$ cat config.mk
export PLATFORM = sky130hd
export DESIGN_NAME = pcm_play_gate
export DESIGN_NICKNAME = d
export VERILOG_FILES = /design/src/rtl/pgate_pkg.sv /design/src/rtl/pgate_sync.sv /design/src/rtl/pgate_seq.sv /design/src/rtl/pgate_out.sv /design/src/rtl/pcm_play_gate.sv
export SDC_FILE = /design/constraint.sdc
export NUM_CORES = 1
export LEC_CHECK = 0
export BUFFER_PORTS_ARGS = -buffer_cell sky130_fd_sc_hd__buf_2
export CORE_UTILIZATION = 45
export CTS_BUF_LIST = sky130_fd_sc_hd__clkbuf_16
export DETAILED_ROUTE_END_ITERATION = 16
export PLACE_DENSITY_LB_ADDON = 0.1
export SLEW_MARGIN = 15
export SYNTH_ARGS = -nofsm -noshare
export SYNTH_HDL_FRONTEND = slang
export SYNTH_SLANG_ARGS = --single-unit
$ cat constraint.sdc
create_clock -name clk -period 2.04 [get_ports clk]
set_input_delay 0.204 -clock clk [delete_from_list [all_inputs] [get_ports clk]]
set_output_delay 0.204 -clock clk [all_outputs]
set_load 0.01 [all_outputs]
$ cat src/rtl/pgate_pkg.sv
package pgate_pkg;

   typedef enum logic {
      PH_START = 1'b0,
      PH_RUN   = 1'b1
   } phase_e;

   typedef struct packed {
      logic play;
      logic mute;
   } knob_t;

   typedef struct packed {
      logic dec_en;
      logic core_ce;
      logic pass;
   } gate_t;

   // Control outputs for a phase and a captured knob setting
   function automatic gate_t gate_table(input phase_e ph, input knob_t k);
      gate_t g;
      if (ph == PH_START) begin
         g.dec_en  = 1'b0;
         g.core_ce = 1'b1;
         g.pass    = 1'b0;
      end else begin
         unique case ({k.play, k.mute})
            2'b00:   begin g.dec_en = 1'b0; g.core_ce = 1'b0; g.pass = 1'b0; end
            2'b01:   begin g.dec_en = 1'b0; g.core_ce = 1'b1; g.pass = 1'b0; end
            2'b10:   begin g.dec_en = 1'b1; g.core_ce = 1'b1; g.pass = 1'b1; end
            default: begin g.dec_en = 1'b1; g.core_ce = 1'b1; g.pass = 1'b0; end
         endcase
      end
      return g;
   endfunction

endpackage

$ cat src/rtl/pgate_sync.sv
module pgate_sync #(
   parameter int STAGES = 2,
   parameter int W      = 1
) (
   input  logic         clk,
   input  logic         rst,
   input  logic [W-1:0] d,
   output logic [W-1:0] q
);
   localparam int LAST = STAGES - 1;

   if (STAGES < 2) begin : g_bad_stages
      $error("pgate_sync: STAGES must be at least 2");
   end
   if (W < 1) begin : g_bad_width
      $error("pgate_sync: W must be at least 1");
   end

   logic [W-1:0] chain [STAGES];

   for (genvar i = 0; i < STAGES; i++) begin : g_stage
      if (i == 0) begin : g_first
         always_ff @(posedge clk) begin
            if (rst) chain[i] <= '0;
            else     chain[i] <= d;
         end
      end else begin : g_next
         always_ff @(posedge clk) begin
            if (rst) chain[i] <= '0;
            else     chain[i] <= chain[i-1];
         end
      end
   end

   assign q = chain[LAST];

endmodule

$ cat src/rtl/pgate_seq.sv
module pgate_seq
   import pgate_pkg::*;
(
   input  logic   clk,
   input  logic   rst,
   input  logic   first_out,
   input  logic   smp_vld,
   input  knob_t  knob_sync,
   output phase_e phase,
   output knob_t  knob,
   output gate_t  gate
);
   logic boundary;

   assign gate     = gate_table(phase, knob);
   // A setting may change with a sample, or while the core is stopped
   assign boundary = (phase == PH_RUN) && (smp_vld || !gate.core_ce);

   always_ff @(posedge clk) begin
      if (rst) begin
         phase <= PH_START;
         knob  <= '0;
      end else if (phase == PH_START) begin
         if (first_out) begin
            phase <= PH_RUN;
            knob  <= knob_sync;
         end
      end else if (boundary) begin
         knob <= knob_sync;
      end
   end

   AST_START_FROZEN: assert property (@(posedge clk) disable iff (rst)
      (phase == PH_START && !first_out) |=> (phase == PH_START && $stable(knob)));

   AST_RUN_STICKY: assert property (@(posedge clk) disable iff (rst)
      (phase == PH_RUN) |=> (phase == PH_RUN));

   AST_ENTRY_CAPTURE: assert property (@(posedge clk) disable iff (rst)
      (phase == PH_START && first_out) |=> (phase == PH_RUN && knob == $past(knob_sync)));

   AST_HOLD_MID_SAMPLE: assert property (@(posedge clk) disable iff (rst)
      (phase == PH_RUN && !smp_vld && gate.core_ce) |=> $stable(knob));

endmodule

$ cat src/rtl/pgate_out.sv
module pgate_out #(
   parameter int SAMPLE_W = 16
) (
   input  logic                clk,
   input  logic                rst,
   input  logic                pass,
   input  logic [SAMPLE_W-1:0] smp_data,
   input  logic                smp_vld,
   output logic [SAMPLE_W-1:0] pcm_data,
   output logic                pcm_vld
);
   if (SAMPLE_W < 1) begin : g_bad_width
      $error("pgate_out: SAMPLE_W must be at least 1");
   end

   always_ff @(posedge clk) begin
      if (rst) begin
         pcm_data <= '0;
         pcm_vld  <= 1'b0;
      end else begin
         pcm_vld  <= smp_vld;
         pcm_data <= (smp_vld && pass) ? smp_data : '0;
      end
   end

   AST_VLD_FOLLOWS: assert property (@(posedge clk) disable iff (rst)
      smp_vld |=> pcm_vld);

   AST_VLD_IDLE: assert property (@(posedge clk) disable iff (rst)
      !smp_vld |=> (!pcm_vld && pcm_data == '0));

   AST_ZERO_WHEN_GATED: assert property (@(posedge clk) disable iff (rst)
      !pass |=> (pcm_data == '0));

endmodule

$ cat src/rtl/pcm_play_gate.sv
module pcm_play_gate
   import pgate_pkg::*;
#(
   parameter int SAMPLE_W    = 16,
   parameter int SYNC_STAGES = 2
) (
   input  logic                clk,
   input  logic                rst,
   input  logic                play_req,
   input  logic                mute_req,
   input  logic                first_out,
   input  logic [SAMPLE_W-1:0] smp_data,
   input  logic                smp_vld,
   output logic                dec_en,
   output logic                core_ce,
   output logic [SAMPLE_W-1:0] pcm_data,
   output logic                pcm_vld
);
   localparam int KNOB_W = $bits(knob_t);

   logic [KNOB_W-1:0] req_raw;
   logic [KNOB_W-1:0] req_sync;
   knob_t             knob_sync;
   knob_t             knob;
   phase_e            phase;
   gate_t             gate;

   assign req_raw   = {play_req, mute_req};
   assign knob_sync = knob_t'(req_sync);

   pgate_sync #(.STAGES(SYNC_STAGES), .W(KNOB_W)) u_sync (
      .clk (clk),
      .rst (rst),
      .d   (req_raw),
      .q   (req_sync)
   );

   pgate_seq u_seq (
      .clk       (clk),
      .rst       (rst),
      .first_out (first_out),
      .smp_vld   (smp_vld),
      .knob_sync (knob_sync),
      .phase     (phase),
      .knob      (knob),
      .gate      (gate)
   );

   pgate_out #(.SAMPLE_W(SAMPLE_W)) u_out (
      .clk      (clk),
      .rst      (rst),
      .pass     (gate.pass),
      .smp_data (smp_data),
      .smp_vld  (smp_vld),
      .pcm_data (pcm_data),
      .pcm_vld  (pcm_vld)
   );

   assign dec_en  = gate.dec_en;
   assign core_ce = gate.core_ce;

   AST_STOPPED_SILENT: assert property (@(posedge clk) disable iff (rst)
      !core_ce |=> (pcm_data == '0));

   AST_PASS_THROUGH: assert property (@(posedge clk) disable iff (rst)
      (phase == PH_RUN && knob.play && !knob.mute && smp_vld) |=> (pcm_data == $past(smp_data)));

   AST_MUTED_SILENT: assert property (@(posedge clk) disable iff (rst)
      (phase == PH_RUN && knob.play && knob.mute) |=> (pcm_data == '0));

   AST_START_SILENT: assert property (@(posedge clk) disable iff (rst)
      (phase == PH_START) |-> (core_ce && !dec_en));

endmodule

==> key figures <==
Clocking
  – Post-cts hold buffer count: 0
  – Post-CTS Resized: 0
  – Clk slew on worst S/H paths: 0.06 ns
  – Worst-Skew Late Latency: 0.25 ns
  – Clock Tree Root: clkbuf_16
  – Clock Path Buffers: 2
  – CTS Buf Count: 3
  – Setup Fix Bufs, Post-CTS: 0
  – CTS tree: yes
  – H-tree levels: 1
  – CTS sink cnt: 24

STA
  – Worst-Margin Slew: 0.340 ns
  – Period utilization: 0.731
  – TNS Setup: 0 ns
  – Max Slew Vio Count: 0
  – Final setup violating endpoints: 0
  – RSZ-0062 raised after global routing: no
  – Max-slew headroom: 0.767
  – Fmax: 671 MHz
  – Hold Vio Cnt, Final: 0
  – Final min period: 1.49 ns
  – Worst Skew: 0.00142 ns

Final layout
  – Final instance area: 1050 µm²
  – Diode count: 0
  – Post-Layout Cell Count: 120
  – Layout Area Growth over Synthesis: 38.0%
  – Fillers: 123
  – Final net count: 127
  – Fraction of layout cells with a size suffix above 1: 0.577

Setup path
  – Worst EP required: 1.84 ns
  – Largest fanout on the critical path: 8
  – CP Buf/Inv Count: 1
  – Crit path max-delay family: simple AND/OR/NAND/NOR gates
  – CP startpoint kind: flop
  – Crit path DAT: 1.29 ns
  – CP max stage delay: 0.45 ns
  – Crit end category: output pin
  – Worst path slowest cell: or3b_2
  – Crit path kind: flop to output pin
  – Cell breakdown of the critical path: or3b_2 > buf_2

Global route
  – Grt ovf: 0
  – Grt met3 use: 0.0426
  – Vias in the first global route: 489
  – Met1 usage: 0.193
  – First-pass GRT wire length: 2100 µm
  – Largest net degree at the start of global routing: 17
  – Most used routing layer in global routing: met2
  – Initial antenna violation count: 0
  – M2 GR Usage: 0.242
  – GRT Util Overall: 0.161

Min path
  – HP Class: input pin to flop

Synthesis
  – Distinct cells, synth: 14
  – Post-synthesis net count: 83
  – Post-synth top area cell: dfxtp_1
  – Share of the synthesized area in the top cell type: 0.634
  – Cells after Synth: 61
  – Number of synthesized flops with an enable pin: 0
  – Main synth FF type: dfxtp_1
  – Avg Cell Area, Syn: 12.4 µm²
  – Ys async rst share: 0
  – FF+latch count, synth: 24
  – Most common cell in the netlist: dfxtp_1
  – Ranking of synthesized cells by area: dfxtp_1 (63%), and2_2 (13%), nor2b_1 (4.1%)
  – Ys Warns: 0
  – Seq/Total Area, Yosys: 0.634
  – Most frequent cells after synthesis: dfxtp_1 (24), and2_2 (13), nor2b_1 (5)
  – Synthesized cell area: 758 µm²

Pwr
  – Logic pwr share: 0.045
  – Peak VDD IR: 551 µV
  – Share of power burned in registers: 0.512
  – Power density over the cells: 900 nW/µm²
  – Sw frac: 0.187
  – Int Pwr: 0.000765 W
  – Net Switching: 0.000176 W
  – Leakage: 0.524 nW
  – Design Power: 0.000942 W
  – Clock Power Share: 0.443

Place
  – Dpl cell area: 967 µm²
  – GPL Wtd Cong: 0.827
  – Placed Cells: 116
  – Port-buffer cells: 40

Route
  – Wire per inst: 10.6 µm
  – Drt first pass iters: 2
  – Final WL: 1280 µm
  – Routed Antenna Nets: 0
  – Via count: 557
  – DR iter-0 viols: 1
  – Remaining DRCs: 0
  – Vias per cell: 4.64

Floorplan
  – Die area: 1850 µm²
  – Rows: 14
  – Chip Height: 43.1 µm
  – Io pins: 41
  – Core footprint: 1540 µm²
  – DIE WIDTH: 43.1 µm
  – Initial Util: 0.492

Job
  – Max cap viols: 0

Outcome
  – Outcome: finished, final reports clean
stage by stage:
| step | setup WS [ns] | utilization | hold WS [ns] |
|---|---|---|---|
| final | 0.549 | 0.679 | 0.146 |
| after global routing | 0.476 | 0.679 | 0.154 |
| after CTS | 0.554 | 0.679 | 0.145 |
| after detailed placement | 0.836 | 0.627 | 0.409 |
| after global placement | 0.845 | 0.627 | 0.404 |
| after floorplan | 0.969 | - | 0.276 |
routing by layer:
layer | routed length, µm | vias to the layer above
li1 | - | 283
met1 | 538 | 244
met2 | 625 | 25
met3 | 74 | 5
met4 | 38 | 0
met5 | 0 | -
registers in the layout, indices dropped and copies added, names as in the netlist:
name / count
u_sync.chain: 4
u_seq.knob: 2
u_seq.phase: 1
u_out.pcm_vld: 1
u_out.pcm_data: 16
worst reg2reg max path: cells and delay by family (launching register included):
family           cells  cell delay (ns)
AO/OA/AOI/OAI        2             0.39
flip-flops           1             0.43
AND/OR/NAND/NOR      1             0.17
cell families after synthesis:
kind of cell | share of synthesized area
AOI/OAI and AO/OA | 0.0363
buffers and inverters | 0.0149
and+or+nand+nor | 0.289
DFF | 0.634
muxes | 0.0264
worst paths after layout:
kind                       from                 end  slack (ns)  cells past startpoint
max reg2reg         u_seq.phase       u_seq.knob[0]        0.92                      3
max                 u_seq.phase             core_ce        0.55                      2
min                smp_data[12]  u_out.pcm_data[12]        0.15                      2
min reg2reg  u_sync.chain[0][1]  u_sync.chain[1][1]        0.44                      1
layout by cell type (no fill, tap or decap), types with 2 or more instances in the layout:
master,Yosys,final
buf_2,0,40
mux2i_1,2,2
and2_1,4,4
a21oi_1,2,2
nand2b_1,2,2
and2_2,13,13
nor3b_1,2,2
clkbuf_16,0,3
nor2b_1,5,5
a2111oi_0,2,2
dfxtp_1,24,24
layout make-up:
class,instances,area (µm²),area share
timing repair buffer,40,200,0.191
clock buffer,3,75.1,0.0718
clock inverter,1,3.75,0.00359
multi-input combinational,36,267,0.255
sequential,24,480,0.459
tap,16,20.0,0.0191
power by group through the flow:
| stage | Sequential [W] | Clock, W | Combinational [W] |
|---|---|---|---|
| after detailed placement | 0.000492 | 0 | 0.0000427 |
| after global placement | 0.000492 | 0 | 0.0000414 |
| final | 0.000482 | 0.000417 | 0.0000423 |
| after CTS | 0.000482 | 0.000423 | 0.0000429 |
| after floorplan | 0.000492 | 0 | 0.0000163 |
| after global routing | 0.000483 | 0.000442 | 0.0000479 |
Power figures use the tool's default switching activity.
